==> config.mk <==
export PLATFORM = sky130hd
export DESIGN_NAME = card_stream_writer
export DESIGN_NICKNAME = d
export VERILOG_FILES = /design/src/rtl/csw_pkg.sv /design/src/rtl/csw_phase_counter.sv /design/src/rtl/csw_byte_shifter.sv /design/src/rtl/card_stream_writer.sv
export SDC_FILE = /design/constraint.sdc
export NUM_CORES = 1
export LEC_CHECK = 0
export BUFFER_PORTS_ARGS = -buffer_cell sky130_fd_sc_hd__buf_2
export CAP_MARGIN = 20
export CORE_MARGIN = 2
export CORE_UTILIZATION = 34
export DETAILED_ROUTE_END_ITERATION = 8
export PLACE_DENSITY = 0.53
export SLEW_MARGIN = 20
export SYNTH_ARGS = -nofsm -noshare
export SYNTH_HDL_FRONTEND = slang
export SYNTH_SLANG_ARGS = --single-unit
==> constraint.sdc <==
create_clock -name clk -period 5.3 [get_ports clk]
set_input_delay 1.06 -clock clk [delete_from_list [all_inputs] [get_ports clk]]
set_output_delay 1.06 -clock clk [all_outputs]
set_load 0.005 [all_outputs]
==> src/rtl/csw_pkg.sv <==
`timescale 1ns/1ps
package csw_pkg;
  typedef enum logic [2:0] {
    ST_IDLE,
    ST_WAIT_NWR,
    ST_STREAM,
    ST_END_BIT,
    ST_TURN,
    ST_BUSY_WAIT,
    ST_DONE
  } csw_state_e;

  localparam int unsigned MIN_NWR = 2;
endpackage

==> src/rtl/csw_phase_counter.sv <==
`timescale 1ns/1ps
// Cycle counter shared by all timed phases; cleared on every state change.
module csw_phase_counter #(
  parameter int W = 16
) (
  input  logic         clk,
  input  logic         rst_n,
  input  logic         clr,
  input  logic         en,
  output logic [W-1:0] cnt
);
  logic [W-1:0] cnt_d;

  always_comb begin
    cnt_d = cnt;
    if (clr)     cnt_d = '0;
    else if (en) cnt_d = cnt + W'(1);
  end

  always_ff @(posedge clk or negedge rst_n) begin
    if (!rst_n) cnt <= '0;
    else        cnt <= cnt_d;
  end
endmodule

==> src/rtl/csw_byte_shifter.sv <==
`timescale 1ns/1ps
// Parallel-load shift register, MSB first, with bit position tracking.
module csw_byte_shifter #(
  parameter int DW = 8
) (
  input  logic          clk,
  input  logic          rst_n,
  input  logic          load,
  input  logic          shift,
  input  logic [DW-1:0] din,
  output logic          msb,
  output logic          last
);
  localparam int BW = (DW > 1) ? $clog2(DW) : 1;

  logic [DW-1:0] sh_q, sh_d;
  logic [BW-1:0] pos_q, pos_d;

  always_comb begin
    sh_d  = sh_q;
    pos_d = pos_q;
    if (load) begin
      sh_d  = din;
      pos_d = '0;
    end else if (shift) begin
      sh_d  = {sh_q[DW-2:0], 1'b0};
      pos_d = pos_q + BW'(1);
    end
  end

  always_ff @(posedge clk or negedge rst_n) begin
    if (!rst_n) begin
      sh_q  <= '0;
      pos_q <= '0;
    end else begin
      sh_q  <= sh_d;
      pos_q <= pos_d;
    end
  end

  assign msb  = sh_q[DW-1];
  assign last = (pos_q == BW'(DW-1));
endmodule

==> src/rtl/card_stream_writer.sv <==
`timescale 1ns/1ps
module card_stream_writer #(
  parameter int DATA_W  = 8,
  parameter int NWR_W   = 4,
  parameter int LIMIT_W = 16,
  parameter int WINDOW  = 8
) (
  input  logic               clk,
  input  logic               rst_n,
  input  logic               resp_end_i,
  input  logic               erase_start_i,
  input  logic [NWR_W-1:0]   nwr_cfg_i,
  input  logic [LIMIT_W-1:0] busy_limit_i,
  input  logic [DATA_W-1:0]  data_i,
  input  logic               data_valid_i,
  output logic               data_ready_o,
  input  logic               stop_i,
  output logic               dat_o,
  output logic               dat_oe_o,
  input  logic               dat_i,
  output logic               busy_o,
  output logic               done_o,
  output logic               timeout_o
);
  import csw_pkg::*;

  localparam int CNT_W = LIMIT_W;

  // reset: asserted asynchronously, released on the clock
  logic [1:0] rst_sync_q;
  logic       rst_int_n;
  always_ff @(posedge clk or negedge rst_n) begin
    if (!rst_n) rst_sync_q <= '0;
    else        rst_sync_q <= {rst_sync_q[0], 1'b1};
  end
  assign rst_int_n = rst_sync_q[1];

  csw_state_e       state_q, state_d;
  logic [CNT_W-1:0] cnt;
  logic             phase_clr, cnt_en;
  logic             stop_q, stop_d, err_q, err_d;
  logic             sh_msb, sh_last, sh_load, sh_shift;
  logic [NWR_W-1:0] nwr_eff;
  logic             wait_last, boundary, stop_any, win_last, busy_over, to_set;
  logic [CNT_W:0]   cnt_p1;

  assign phase_clr = (state_d != state_q);
  assign cnt_en    = (state_q != ST_IDLE);

  csw_phase_counter #(.W(CNT_W)) u_phase (
    .clk(clk), .rst_n(rst_int_n), .clr(phase_clr), .en(cnt_en), .cnt(cnt)
  );

  csw_byte_shifter #(.DW(DATA_W)) u_shift (
    .clk(clk), .rst_n(rst_int_n), .load(sh_load), .shift(sh_shift),
    .din(data_i), .msb(sh_msb), .last(sh_last)
  );

  assign nwr_eff   = (nwr_cfg_i < NWR_W'(MIN_NWR)) ? NWR_W'(MIN_NWR) : nwr_cfg_i;
  assign wait_last = (state_q == ST_WAIT_NWR) &&
                     (cnt == (CNT_W'(nwr_eff) - CNT_W'(MIN_NWR)));
  assign boundary  = wait_last || ((state_q == ST_STREAM) && sh_last);
  assign stop_any  = stop_q || stop_i;
  assign data_ready_o = boundary && !stop_any;
  assign sh_load   = data_ready_o && data_valid_i;
  assign sh_shift  = (state_q == ST_STREAM) && !sh_last;
  assign win_last  = (cnt == CNT_W'(WINDOW - 1));
  assign cnt_p1    = {1'b0, cnt} + (CNT_W+1)'(1);
  assign busy_over = (cnt_p1 >= {1'b0, busy_limit_i});
  assign to_set    = (state_q == ST_BUSY_WAIT) && !dat_i && busy_over;

  always_comb begin
    state_d = state_q;
    unique case (state_q)
      ST_IDLE: begin
        if (resp_end_i)         state_d = ST_WAIT_NWR;
        else if (erase_start_i) state_d = ST_TURN;
      end
      ST_WAIT_NWR: if (wait_last) state_d = sh_load ? ST_STREAM : ST_END_BIT;
      ST_STREAM:   if (sh_last)   state_d = sh_load ? ST_STREAM : ST_END_BIT;
      ST_END_BIT:  state_d = ST_TURN;
      ST_TURN: begin
        if (!dat_i)        state_d = ST_BUSY_WAIT;
        else if (win_last) state_d = ST_DONE;
      end
      ST_BUSY_WAIT: if (dat_i || busy_over) state_d = ST_DONE;
      ST_DONE:      state_d = ST_IDLE;
      default:      state_d = ST_IDLE;
    endcase
  end

  always_comb begin
    stop_d = stop_q;
    if (state_q == ST_IDLE) stop_d = 1'b0;
    else if (stop_i && (state_q == ST_WAIT_NWR || state_q == ST_STREAM)) stop_d = 1'b1;
    err_d = err_q;
    if (state_q == ST_IDLE && state_d != ST_IDLE) err_d = 1'b0;
    else if (to_set) err_d = 1'b1;
  end

  always_ff @(posedge clk or negedge rst_int_n) begin
    if (!rst_int_n) begin
      state_q <= ST_IDLE;
      stop_q  <= 1'b0;
      err_q   <= 1'b0;
    end else begin
      state_q <= state_d;
      stop_q  <= stop_d;
      err_q   <= err_d;
    end
  end

  assign dat_oe_o  = (state_q == ST_STREAM) || (state_q == ST_END_BIT);
  assign dat_o     = (state_q == ST_STREAM) ? sh_msb : 1'b1;
  assign busy_o    = (state_q == ST_BUSY_WAIT);
  assign done_o    = (state_q == ST_DONE);
  assign timeout_o = err_q;
endmodule

==> results_dict.tcl <==
set metrics [dict create \
    number_of_global_route_vias_before_repair 2040 \
    comb_power_share_pct 37.7 \
    setup_viol 0 \
    initial_core_util_pct 35.5 \
    max_slew_violation_total_from_the_final_report 0 \
    cts-hold-fix-buffers 0 \
    critical-path-top-cell-by-count "ha_1" \
    area_added_between_synthesis_and_finish_pct 12.4 \
    cts_num_sinks 34 \
    ctsRootBufferMaster "clkbuf_8" \
    route.detailed.vias_per_inst 5.07 \
    synth-edff-count 0 \
    share_seq_of_total_power_pct 38.4 \
    worstSkewPairLatency_ns 0.28 \
    floorplan.io_pins 41 \
    grt_setup_unrepaired "false" \
    vias 2141 \
    pre_cts_slack_ns 1.18 \
    synth_ff_type "dfrtp_1" \
    clock_power_share_pct 23.9 \
    dp_hpwl_um 4320 \
    cp_num_buf_inv 0 \
    clk_path_buf_depth 2 \
    yosysWarnings 0 \
    clock_tree.htree_level_count 2 \
    switching_power_uw 384 \
    arrival_worst_endpoint_ns 4.24 \
    final_hold_viol_count 0 \
    tritoncts "built" \
    vdd.ir_drop.worst_uv 226 \
    slowest_stage "o31a_1" \
    antenna_cells 0 \
    antenna_found_initial 0 \
    worst_r2r_startpoint "u_phase.cnt[1]" \
    cap_violations 0 \
    postSynth.asyncResetShare_pct 100 \
    power.leakage_nw 1.36 \
    cell_count_after_synthesis 289 \
    report.power.total_uw 999 \
    post_synth_instance_area_sq_um 2620 \
    firstDrtPassIters 4 \
    totalNegativeSetupSlack_ns 0 \
    grt_pass1_wl_um 9920 \
    cellInternalPower_uw 615 \
    number_of_drc_markers_after_the_initial_detailed_route_iteration 109 \
    timing.critical_path.from "u_phase.cnt[1]" \
    synthesis.area_per_instance_sq_um 9.05 \
    critPathTopFamily "simple AND/OR/NAND/NOR gates" \
    area_of_all_placed_cells_without_fillers_sq_um 2940 \
    run_status "finished clean" \
    die-area_sq_um 8410 \
    clkTransAtPathRegs_ns 0.08 \
    post_cts.repair.setup_buffers 0 \
    final.setup_skew_ns 0.0147 \
    crit_path_end_kind "register" \
    power_switching_share_pct 38.4 \
    floorplan.die.width_um 91.7 \
    route.detailed.drc 0 \
    hold_path.class "reg -> async" \
    wirelength_um 5750 \
    final_layout_size_suffix_gt1_share_pct 20.4 \
    maxSlewHeadroom_pct 36.6 \
    sequential_share_of_the_synthesized_area_pct 32.5 \
    synthDistinctLibCells 50 \
    cpPeakStageDelay_ns 0.77 \
    design.final.nets 377 \
    setup_crit_start_kind "register" \
    yosys_register_bits 34 \
    io_buffer_count 40 \
    cts_resized 0 \
    dpl-instance-area_sq_um 2830 \
    power_density_normalized_to_cell_area_nw_per_um2 340 \
    final.min_clock_period_ns 4.11 \
    detail-route-antenna-nets 0 \
    clock.fmax_ghz 0.243 \
    placementRows 31 \
    finalCritPeriodShare_pct 77.5 \
    timing_worst_setup_path_type "reg -> reg" \
    dieHeight_um 91.7 \
    numCtsBuffers 5 \
    final_critical_path_setup_slack_ns 1.19 \
    core_area_sq_um 7370 \
    drt-wirelength-per-cell_um 13.6 \
    grt_max_degree 33 \
    cp_max_fo 17 \
    globalplace.congestion 0.778 \
    worst-endpoint-required_ns 5.43 \
    timing_worst_slew_pin_value_ns 0.950 \
    cp_cell_sequence "ha_1 -> nand3_4 -> or2_1 -> or4_4 -> xnor2_1 -> ha_1 -> nand4_1 -> nor4_1 -> a311o_1 -> o31a_1 -> nor3_1" \
    layout.core_utilization_pct 39.9 \
    overflow 0 \
    synth_fp_nets 344 \
    grt_util_all_layers_pct 14.5 \
]
-- layout by cell type, fill, tap and decap left out, drive strengths merged, types with 3 or more instances in the layout --
master / Yosys / final
a21oi: 9 / 9
a221o: 7 / 7
and2: 9 / 9
buf: 10 / 41
clkbuf: 5 / 7
dfrtp: 34 / 34
ha: 20 / 20
inv: 21 / 21
mux2i: 3 / 3
nand2: 20 / 20
nand2b: 3 / 3
nand3: 11 / 11
nand4: 7 / 7
nor2: 25 / 25
nor2b: 3 / 3
nor3: 27 / 27
nor4: 5 / 5
o21ai: 6 / 6
or2: 4 / 4
xnor2: 19 / 19
xor2: 16 / 16
-- synthesized netlist by cell type (2+ instances only) --
cell       n  area [sq um]
a211oi_1   2          15.0
a21oi_1    9          45.0
a221o_1    7          70.1
and2_1     9          56.3
buf_2      2          10.0
buf_4      3          22.5
buf_6      4          45.0
clkbuf_1   3          11.3
clkbuf_2   2          10.0
dfrtp_1   34           851
ha_1      20           250
inv_1     21          78.8
mux2i_1    3          30.0
nand2_1   20          75.1
nand2b_1   3          18.8
nand3_1   10          50.1
nand4_1    7          43.8
nor2_1    25          93.8
nor2b_1    3          18.8
nor3_1    16          80.1
nor3_2    10           100
nor4_1     5          31.3
o21ai_0    6          30.0
o21bai_1   2          15.0
o31a_1     2          17.5
or2_1      2          12.5
or2_2      2          12.5
or3_1      2          12.5
xnor2_1   19           166
xor2_1    16           140
-- power groups by stage --
stage	registers (mW)	clock network, mW	logic, mW
floorplan	0.363	0	0.327
global placement	0.387	0	0.381
detailed placement	0.387	0	0.382
CTS	0.384	0.245	0.382
global route	0.396	0.254	0.426
finish	0.384	0.238	0.377
-- layer usage --
layer | GRT usage [%] | up-vias | share of wire [%]
li1 | - | 1071 | -
met1 | 20.6 | 1015 | 49
met2 | 22.7 | 53 | 46
met3 | 3.12 | 2 | 5.0
met4 | 3.36 | 0 | 0.49
met5 | 0 | - | 0
-- final cells by class --
| type | instances | area (sq um) |
|---|---|---|
| clock buffers | 7 | 76.3 |
| multi-input cells | 219 | 1570 |
| flip-flops and latches | 34 | 851 |
| well taps | 99 | 124 |
| fillers | 789 | 4430 |
| repair buffers | 41 | 208 |
| inverters | 21 | 78.8 |
| clock inverters | 1 | 30.0 |
-- metrics by stage --
step                      hold slack (ns)  std cells
after floorplan                     0.331        289
after global placement              0.280        414
after detailed placement            0.289        414
after CTS                           0.295        422
after global routing                0.320        422
final                               0.275        422
-- final timing paths --
path | endpoint | slack, ns | depth (start not counted)
worst max-delay path | u_phase.cnt[1] | 1.19 | 11
worst min-delay path | u_shift.sh_q[7] | 0.27 | 1
worst max register to register | u_phase.cnt[1] | 1.19 | 11
worst min register to register | u_shift.sh_q[7] | 0.27 | 1
max in group asynchronous | rst_sync_q[1] | 4.66 | 1
min in group clk | rst_sync_q[1] | 0.35 | 0
-- kinds of logic (layout without fill, tap and decap cells) --
logic type,count (synthesis),in the layout,share of synthesized area (%)
and+or+nand+nor,121,121,26.0
AOI/OAI and AO/OA,38,38,10.9
buffers and inverters,36,70,7.56
xor gates and xnor gates,35,35,11.7
DFF,34,34,32.5
adders and majority gates,20,20,9.57
muxes,4,4,1.58
other,1,1,0.143
-- state kept, by name (all words and copies together), names as in the netlist --
signal         count
timeout_o          1
state_q            3
u_shift.sh_q       8
u_phase.cnt       16
stop_q             1
u_shift.pos_q      3
rst_sync_q         2
Note: power is estimated with default switching activity, not from simulation.
